<file path="src/rtl/mbox_boot_pkg.sv">
package mbox_boot_pkg;

    // Handshake phase of the doorbell. The encoding is internal only.
    typedef enum logic [1:0] {
        PH_IDLE    = 2'd0,
        PH_UPPER   = 2'd1,
        PH_RUNNING = 2'd2,
        PH_FINISH  = 2'd3
    } mbox_phase_e;

    // Bit positions in the register word, fixed by the host interface.
    localparam int RDY_POS   = 0;
    localparam int PHASE_POS = 1;
    localparam int FIELD_LSB = 2;

    function automatic logic phase_shows_ready(mbox_phase_e ph);
        return (ph == PH_UPPER) || (ph == PH_FINISH);
    endfunction

endpackage

</file>
<file path="src/rtl/mbox_wr_decode.sv">
module mbox_wr_decode
    import mbox_boot_pkg::*;
#(
    parameter int DATA_W  = 32,
    localparam int FIELD_W = DATA_W - FIELD_LSB
) (
    input  logic               wr_en,
    input  logic [DATA_W-1:0]  wr_data,
    output logic               wr_upper,
    output logic               wr_lower,
    output logic [FIELD_W-1:0] wr_field
);

    // The ready position is read-only; a written value there is dropped.
    logic unused_rdy_bit;
    assign unused_rdy_bit = wr_data[RDY_POS];

    always_comb begin
        wr_upper = wr_en &&  wr_data[PHASE_POS];
        wr_lower = wr_en && !wr_data[PHASE_POS];
        wr_field = wr_data[DATA_W-1:FIELD_LSB];
    end

endmodule

</file>
<file path="src/rtl/mbox_seq.sv">
module mbox_seq
    import mbox_boot_pkg::*;
#(
    parameter int FIELD_W = 30,
    localparam int LINE_W = 2 * FIELD_W
) (
    input  logic               clk,
    input  logic               rst_n,
    input  logic               wr_upper,
    input  logic               wr_lower,
    input  logic [FIELD_W-1:0] wr_field,
    input  logic               req_pending,
    input  logic               cmd_done,
    output mbox_phase_e        phase,
    output logic               launch,
    output logic [LINE_W-1:0]  launch_addr,
    output logic               proto_err
);

    typedef struct packed {
        mbox_phase_e        ph;
        logic [FIELD_W-1:0] upper;
        logic               err;
    } seq_regs_t;

    seq_regs_t seq_d, seq_q;
    logic      launch_d;

    always_comb begin
        seq_d    = seq_q;
        launch_d = 1'b0;
        unique case (seq_q.ph)
            PH_IDLE, PH_FINISH: begin
                if (wr_upper) begin
                    seq_d.upper = wr_field;
                    seq_d.ph    = PH_UPPER;
                end else if (wr_lower) begin
                    seq_d.err = 1'b1;
                end
            end
            PH_UPPER: begin
                if (wr_lower) begin
                    seq_d.ph = PH_RUNNING;
                    launch_d = 1'b1;
                end else if (wr_upper) begin
                    seq_d.err = 1'b1;
                end
            end
            PH_RUNNING: begin
                if (wr_upper || wr_lower) begin
                    seq_d.err = 1'b1;
                end
                // Completion only counts once the request has left the port.
                if (cmd_done && !req_pending) begin
                    seq_d.ph = PH_FINISH;
                end
            end
            default: seq_d.ph = PH_IDLE;
        endcase
    end

    always_ff @(posedge clk or negedge rst_n) begin
        if (!rst_n) begin
            seq_q <= '{ph: PH_IDLE, upper: '0, err: 1'b0};
        end else begin
            seq_q <= seq_d;
        end
    end

    assign phase       = seq_q.ph;
    assign launch      = launch_d;
    assign launch_addr = {seq_q.upper, wr_field};
    assign proto_err   = seq_q.err;

endmodule

</file>
<file path="src/rtl/mbox_req_stage.sv">
module mbox_req_stage #(
    parameter int LINE_W = 60
) (
    input  logic              clk,
    input  logic              rst_n,
    input  logic              launch,
    input  logic [LINE_W-1:0] launch_addr,
    input  logic              req_ready,
    output logic              req_valid,
    output logic [LINE_W-1:0] req_addr
);

    typedef struct packed {
        logic              valid;
        logic [LINE_W-1:0] addr;
    } req_regs_t;

    req_regs_t req_d, req_q;

    always_comb begin
        req_d = req_q;
        if (launch) begin
            req_d.valid = 1'b1;
            req_d.addr  = launch_addr;
        end else if (req_q.valid && req_ready) begin
            req_d.valid = 1'b0;
        end
    end

    always_ff @(posedge clk or negedge rst_n) begin
        if (!rst_n) begin
            req_q <= '0;
        end else begin
            req_q <= req_d;
        end
    end

    assign req_valid = req_q.valid;
    assign req_addr  = req_q.addr;

endmodule

</file>
<file path="src/rtl/mbox_boot_doorbell.sv">
module mbox_boot_doorbell
    import mbox_boot_pkg::*;
#(
    parameter int DATA_W  = 32,
    localparam int FIELD_W = DATA_W - FIELD_LSB,
    localparam int LINE_W  = 2 * FIELD_W
) (
    input  logic              clk,
    input  logic              rst_n,
    input  logic              reg_wr_en,
    input  logic [DATA_W-1:0] reg_wr_data,
    output logic [DATA_W-1:0] reg_rd_data,
    output logic              cmd_req_valid,
    input  logic              cmd_req_ready,
    output logic [LINE_W-1:0] cmd_req_addr,
    input  logic              cmd_done,
    output logic              proto_err
);

    logic               wr_upper;
    logic               wr_lower;
    logic [FIELD_W-1:0] wr_field;
    mbox_phase_e        phase;
    logic               launch;
    logic [LINE_W-1:0]  launch_addr;

    mbox_wr_decode #(.DATA_W(DATA_W)) u_decode (
        .wr_en    (reg_wr_en),
        .wr_data  (reg_wr_data),
        .wr_upper (wr_upper),
        .wr_lower (wr_lower),
        .wr_field (wr_field)
    );

    mbox_seq #(.FIELD_W(FIELD_W)) u_seq (
        .clk         (clk),
        .rst_n       (rst_n),
        .wr_upper    (wr_upper),
        .wr_lower    (wr_lower),
        .wr_field    (wr_field),
        .req_pending (cmd_req_valid),
        .cmd_done    (cmd_done),
        .phase       (phase),
        .launch      (launch),
        .launch_addr (launch_addr),
        .proto_err   (proto_err)
    );

    mbox_req_stage #(.LINE_W(LINE_W)) u_req (
        .clk         (clk),
        .rst_n       (rst_n),
        .launch      (launch),
        .launch_addr (launch_addr),
        .req_ready   (cmd_req_ready),
        .req_valid   (cmd_req_valid),
        .req_addr    (cmd_req_addr)
    );

    always_comb begin
        reg_rd_data          = '0;
        reg_rd_data[RDY_POS] = phase_shows_ready(phase);
    end

endmodule

</file>
<file path="config.mk">
export PLATFORM = sky130hd
export DESIGN_NAME = mbox_boot_doorbell
export DESIGN_NICKNAME = d
export VERILOG_FILES = /design/src/rtl/mbox_boot_pkg.sv /design/src/rtl/mbox_wr_decode.sv /design/src/rtl/mbox_seq.sv /design/src/rtl/mbox_req_stage.sv /design/src/rtl/mbox_boot_doorbell.sv
export SDC_FILE = /design/constraint.sdc
export NUM_CORES = 1
export LEC_CHECK = 0
export BUFFER_PORTS_ARGS = -buffer_cell sky130_fd_sc_hd__clkbuf_2
export CAP_MARGIN = 25
export CORE_MARGIN = 2
export CORE_UTILIZATION = 45
export DETAILED_ROUTE_END_ITERATION = 8
export PLACE_DENSITY = 0.74
export SYNTH_ARGS = -nofsm -noshare
export SYNTH_HDL_FRONTEND = slang
export SYNTH_SLANG_ARGS = --single-unit
export TNS_END_PERCENT = 100
</file>
<file path="constraint.sdc">
create_clock -name clk -period 1.6 [get_ports clk]
set_input_delay 0.08 -clock clk [delete_from_list [all_inputs] [get_ports clk]]
set_output_delay 0.08 -clock clk [all_outputs]
set_load 0.1 [all_outputs]
</file>
# Word level (Yosys, flattened, before mapping)
# Cells that the tools add are included.
[op_classes]
mux = 14
n_addsub = 0
div_mod_pow = 0
n_mul = 0
n_lt_le_gt_ge = 0
n_eq_ne = 11
n_shift = 0
bitwise = 0
reduce_logical = 14
[ops]
columns = ["cell", "count"]
rows = [
  ["2-to-1 mux 32 bit", 1],
  ["inequality test 2 x 1 -> 1 bit (second input constant)", 6],
  ["2-to-1 mux 1 bit", 9],
  ["one-hot mux 2 bit (3 select lines)", 1],
  ["AND reduction 5 bit", 1],
  ["equality test 2 bit (second input constant)", 2],
  ["logical AND 1 bit", 4],
  ["2-to-1 mux 2 bit", 2],
  ["inequality test 2 bit (second input constant)", 2],
  ["one-hot mux 1 bit (3 select lines)", 1],
  ["AND reduction 3 bit", 1],
  ["equality test 2 x 1 -> 1 bit (second input constant)", 1],
  ["logical NOT 1 bit", 2],
  ["logical NOT 2 bit", 1],
  ["logical OR 1 bit", 2],
  ["AND reduction 2 bit", 1],
  ["nonzero test 2 bit", 1],
  ["OR reduction 2 bit", 1],
]
[totals]
latchBits = 0
n_memories = 0
romBits = 0
elab_cells = 44
out_inout_bits = 94
register_bits = 94
ram_bits = 0
input_bits = 37

# Depth between registers and ports, before layout
[depth]
depth_word = 5
mapped_depth = 5

# Cells and area by module
# A second synthesis with hierarchy kept.
[unflattened]
cells_unflattened = 311
hier_area_um2 = 4719.5
[modules_own_cells]
columns = ["module", "area_per_inst_um2", "cells_per_inst", "instances"]
rows = [
  ["mbox_req_stage", 2566.2, 130, 1],
  ["mbox_seq", 1671.6, 116, 1],
  ["mbox_wr_decode", 241.5, 32, 1],
  ["mbox_boot_doorbell", 240.2, 33, 1],
]

# Worst setup path after synthesis
# No wires, ideal clock.
[synth_timing]
path_type = "flip-flop to flip-flop"
from = "reg u_req.req_q (netlist bit u_req.req_valid)"
to = "reg u_seq.seq_q (netlist bit u_seq.phase[1])"
arrival_time_ns = 1.484
path_stages_with_launch = 4
n_path_buf = 0
setup_ns = 0.140
synth_period_minus_slack_ns = 1.625
slack_ns = -0.025
t_required_ns = 1.460
path_cell_list = "dfrtp_1 nand2b_1 a2111oi_0 a211oi_1"
[synth_via]
elab_chain_len = 4
[synth_rtl]
columns = ["item", "line", "text"]
rows = [
  ["start: declaration", "mbox_req_stage.sv:18", "req_regs_t req_d, req_q;"],
  ["start signal: assignment", "mbox_req_stage.sv:34", "req_q <= req_d;"],
  ["logical NOT 1 bit", "mbox_seq.sv:54", "if (cmd_done && !req_pending) begin"],
  ["logical AND 1 bit", "mbox_seq.sv:54", ""],
  ["inequality test 2 x 1 -> 1 bit (no source line)", "n/a", ""],
  ["AND reduction 3 bit (no source line)", "n/a", ""],
  ["end signal: assignment", "mbox_seq.sv:64", "seq_q <= '{ph: PH_IDLE, upper: '0, err: 1'b0};"],
  ["end signal: assignment", "mbox_seq.sv:66", "seq_q <= seq_d;"],
  ["end: declaration", "mbox_seq.sv:26", "seq_regs_t seq_d, seq_q;"],
]
# Every way passes these cells.
# A chain may end at the register's enable or synchronous reset.

# Worst setup path after layout
[layout_timing]
from = "reg u_seq.seq_q (netlist bit u_seq.phase[0])"
to = "reg u_req.req_q (netlist bit u_req.req_addr[25])"
[layout_via]
elab_chain_len = 2
[layout_rtl]
columns = ["item", "line", "text"]
rows = [
  ["equality test 2 x 1 -> 1 bit", "mbox_seq.sv:32", "unique case (seq_q.ph)"],
  ["2-to-1 mux 1 bit", "mbox_seq.sv:32", ""],
]
# Every way passes these cells.

==> impl_metrics.env <==
export IMPL_dp_final_hpwl_microns=4660
export IMPL_startpoint_of_the_most_critical_register_to_register_path="u_seq.phase[0]"
export IMPL_fin_crit_sh_pct=97.7
export IMPL_m1_gr_usage_pct=18.9
export IMPL_yosysUniqueCellTypes=21
export IMPL_die_w_microns=96.0
export IMPL_crit_path_start_kind="register"
export IMPL_yosys_area_share_xor_xnor_pct=0
export IMPL_yosysTopAreaCellShare_pct=61.7
export IMPL_result_of_the_run="finished clean"
export IMPL_start_util_pct=46.4
export IMPL_layout_nets=432
export IMPL_synth_largest_area_cell="sky130_fd_sc_hd__dfrtp_1"
export IMPL_cts_buffers_inserted=9
export IMPL_mappedNetlistArea_sq_um=3810
export IMPL_gr_usage_met3_pct=4.07
export IMPL_max_freq_mhz=640
export IMPL_hold_viol=0
export IMPL_n_antenna_cell=0
export IMPL_worst_setup_path_end_kind="register"
export IMPL_synthMuxAreaShare_pct=26.6
export IMPL_cts_path_max_buffers=2
export IMPL_h_tree_depth=3
export IMPL_timing_clock_skew_ps=11.0
export IMPL_die_area_sq_um=9220
export IMPL_max_cap_violations=0
export IMPL_dieHeight_microns=96.0
export IMPL_grtUsageMet2_pct=27.4
export IMPL_drt_total_wl_microns=6920
export IMPL_drt_first_pass_iters=4
export IMPL_maxSlewHeadroom_pct=63.1
export IMPL_grt_antenna_before_repair=0
export IMPL_dr_total_vias=2353
export IMPL_setup_total_negative_slack_ps=0
export IMPL_core_area_sq_um=8220
export IMPL_final_seq_area_sq_um=2350
export IMPL_drc_errors=0
export IMPL_r2r_slack_ps=40
export IMPL_postSynthCellCount=249
export IMPL_grt_overflow=0
export IMPL_dr_vias_cell=4.69
export IMPL_synth_area_leaders="sky130_fd_sc_hd__dfrtp_1 (62%), sky130_fd_sc_hd__mux2_2 (25%), sky130_fd_sc_hd__buf_4 (6.1%)"
export IMPL_final_hold_worst_slack_ps=156
export IMPL_rr_worst_depth=4
export IMPL_leading_cell_type_in_the_layout_fill_and_taps_excluded="sky130_fd_sc_hd__clkbuf_2"
export IMPL_globalRouteTotalUtil_pct=15.7
export IMPL_layout_drive_gt1_share_pct=55.4
export IMPL_routabilityCongestion=0.695
export IMPL_wire_per_inst_microns=13.8
export IMPL_worstMarginPinSlew_ps=556
export IMPL_cts_reportedPaths_clkPinSlew_ps=90
export IMPL_synth_simple_area_share_pct=1.21
export IMPL_ws_path_type="register to register"
export IMPL_ios=131
export IMPL_via_count_of_the_first_global_routing_pass=2361
export IMPL_multi_input_gate_area_in_the_final_layout_sq_um=1330
export IMPL_share_of_synthesized_cell_area_in_full_adder_half_adder_and_majority_cells_pct=0.985
export IMPL_layout_cells_most_common_list="sky130_fd_sc_hd__clkbuf_2 (96), sky130_fd_sc_hd__dfrtp_1 (93), sky130_fd_sc_hd__mux2_2 (85)"
export IMPL_grt_max_degree=50
export IMPL_finalSetupViolations=0
export IMPL_worstSkewPairLatency_ps=350
export IMPL_arrival_ps=1790
export IMPL_ys_ff_latch=94
export IMPL_cts_root_buf="sky130_fd_sc_hd__clkbuf_8"
export IMPL_flow_area_growth_from_synthesis_pct=31.3
export IMPL_global_route_peak_usage_layer="met2"
export IMPL_synth_yosys_warnings=0
export IMPL_report_final_slew_viol_count=0
export IMPL_global_route_wire_length_before_repair_microns=11000
export IMPL_timing_hold_worst_class="primary input to async pin"
export IMPL_placement_rows=33
export IMPL_placedCellCount=452
export IMPL_worst_path_max_fanout=12
export IMPL_synth_sequential_area_ratio_pct=61.7
export IMPL_fillers=650
export IMPL_drt_iter0_markers=31
export IMPL_grt_setup_unrepaired="yes"
export IMPL_finish_utilization_pct=60.9
export IMPL_io_buffer_count=98
export IMPL_detail_route_antenna_nets=0
export IMPL_fin_cells=502
export IMPL_tritoncts_clock_tree="done"
export IMPL_period_minus_slack_ps=1560
export IMPL_largest_family_of_logic_cells_by_synthesized_area="multiplexers"
export IMPL_regToRegEndpoint="u_req.req_addr[25]"
export IMPL_worst_endpoint_required_ps=1830
export IMPL_post_synthesis_compound_gate_area_fraction_pct=1.64
export IMPL_clock_sink_count=94
export IMPL_synthesis_area_per_instance_sq_um=15.3
layout make-up:
cell class / count / area share (%)
clock inverters: 5 / 0.700
clock buffers: 11 / 2.83
repair buffers: 142 / 19.9
multi-input cells: 140 / 26.5
inverters: 5 / 0.375
flip-flops and latches: 94 / 47.0
well taps: 105 / 2.63
sequential cells by signal, summed over array words and instances (netlist names):
| signal | flops |
|---|---|
| u_seq.phase | 2 |
| u_req.req_valid | 1 |
| u_seq.proto_err | 1 |
| u_req.req_addr | 60 |
| u_seq.launch_addr | 30 |
metrics by stage:
step | setup WS [ps] | cell area [sq um]
floorplan | 84.5 | 3930
global placement | 59.4 | 4440
detailed placement | 31.4 | 4440
CTS | 21.4 | 4990
global route | -33.2 | 5000
finish | 37.2 | 5000
worst max path at each step:
stage,startpoint,endpoint,slack (ps)
after floorplan,u_seq.phase[0],u_seq.launch_addr[30],80
after global placement,u_seq.phase[0],u_seq.launch_addr[47],60
after global routing,u_seq.phase[1],u_req.req_addr[25],-30
after detailed placement,u_seq.phase[0],u_seq.launch_addr[52],30
after CTS,u_seq.phase[0],u_seq.launch_addr[52],20
final,u_seq.phase[0],u_req.req_addr[25],40
timing repair:
action / 4_1_cts / 5_1_grt
hold buffers: 32 / 0
endpoints found under the hold margin: 133 / 0
resized for setup: 6 / 5
buffers inserted: 3 / 0
endpoints found under the setup margin: 1 / 41
cell usage after synthesis:
cell type / n
sky130_fd_sc_hd__a2111oi_0: 1
sky130_fd_sc_hd__a211oi_1: 2
sky130_fd_sc_hd__a221oi_1: 1
sky130_fd_sc_hd__a22o_1: 1
sky130_fd_sc_hd__buf_2: 9
sky130_fd_sc_hd__buf_4: 31
sky130_fd_sc_hd__conb_1: 1
sky130_fd_sc_hd__dfrtp_1: 94
sky130_fd_sc_hd__ha_1: 3
sky130_fd_sc_hd__inv_1: 5
sky130_fd_sc_hd__mux2_1: 5
sky130_fd_sc_hd__mux2_2: 85
sky130_fd_sc_hd__nand2_1: 1
sky130_fd_sc_hd__nand2b_1: 2
sky130_fd_sc_hd__nand3_1: 1
sky130_fd_sc_hd__nand3b_2: 1
sky130_fd_sc_hd__nor2_1: 2
sky130_fd_sc_hd__o21a_1: 1
sky130_fd_sc_hd__o21ai_0: 1
sky130_fd_sc_hd__o221ai_1: 1
sky130_fd_sc_hd__or2_2: 1
critical path, stage by stage, from the launching register on:
cell and delay, ps:
sky130_fd_sc_hd__dfrtp_1 420, sky130_fd_sc_hd__ha_2 260, sky130_fd_sc_hd__nand3b_2 180, sky130_fd_sc_hd__buf_4 240
sky130_fd_sc_hd__mux2_2 360
metal layers:
metal | wire length (microns) | up-vias
met3 | 437 | 9
met5 | 0 | -
li1 | - | 1093
met1 | 2710 | 1165
met2 | 3670 | 86
met4 | 92 | 0
cell families after synthesis:
logic type | after synthesis
DFF | 94
muxes | 90
buffers and inverters | 45
AOI/OAI and AO/OA | 8
and+or+nand+nor | 8
adders and majority gates | 3
other | 1
Power is left out: the tool's default activity adds up to more than one toggle a clock period on the data nets, which glitch-free logic cannot reach.
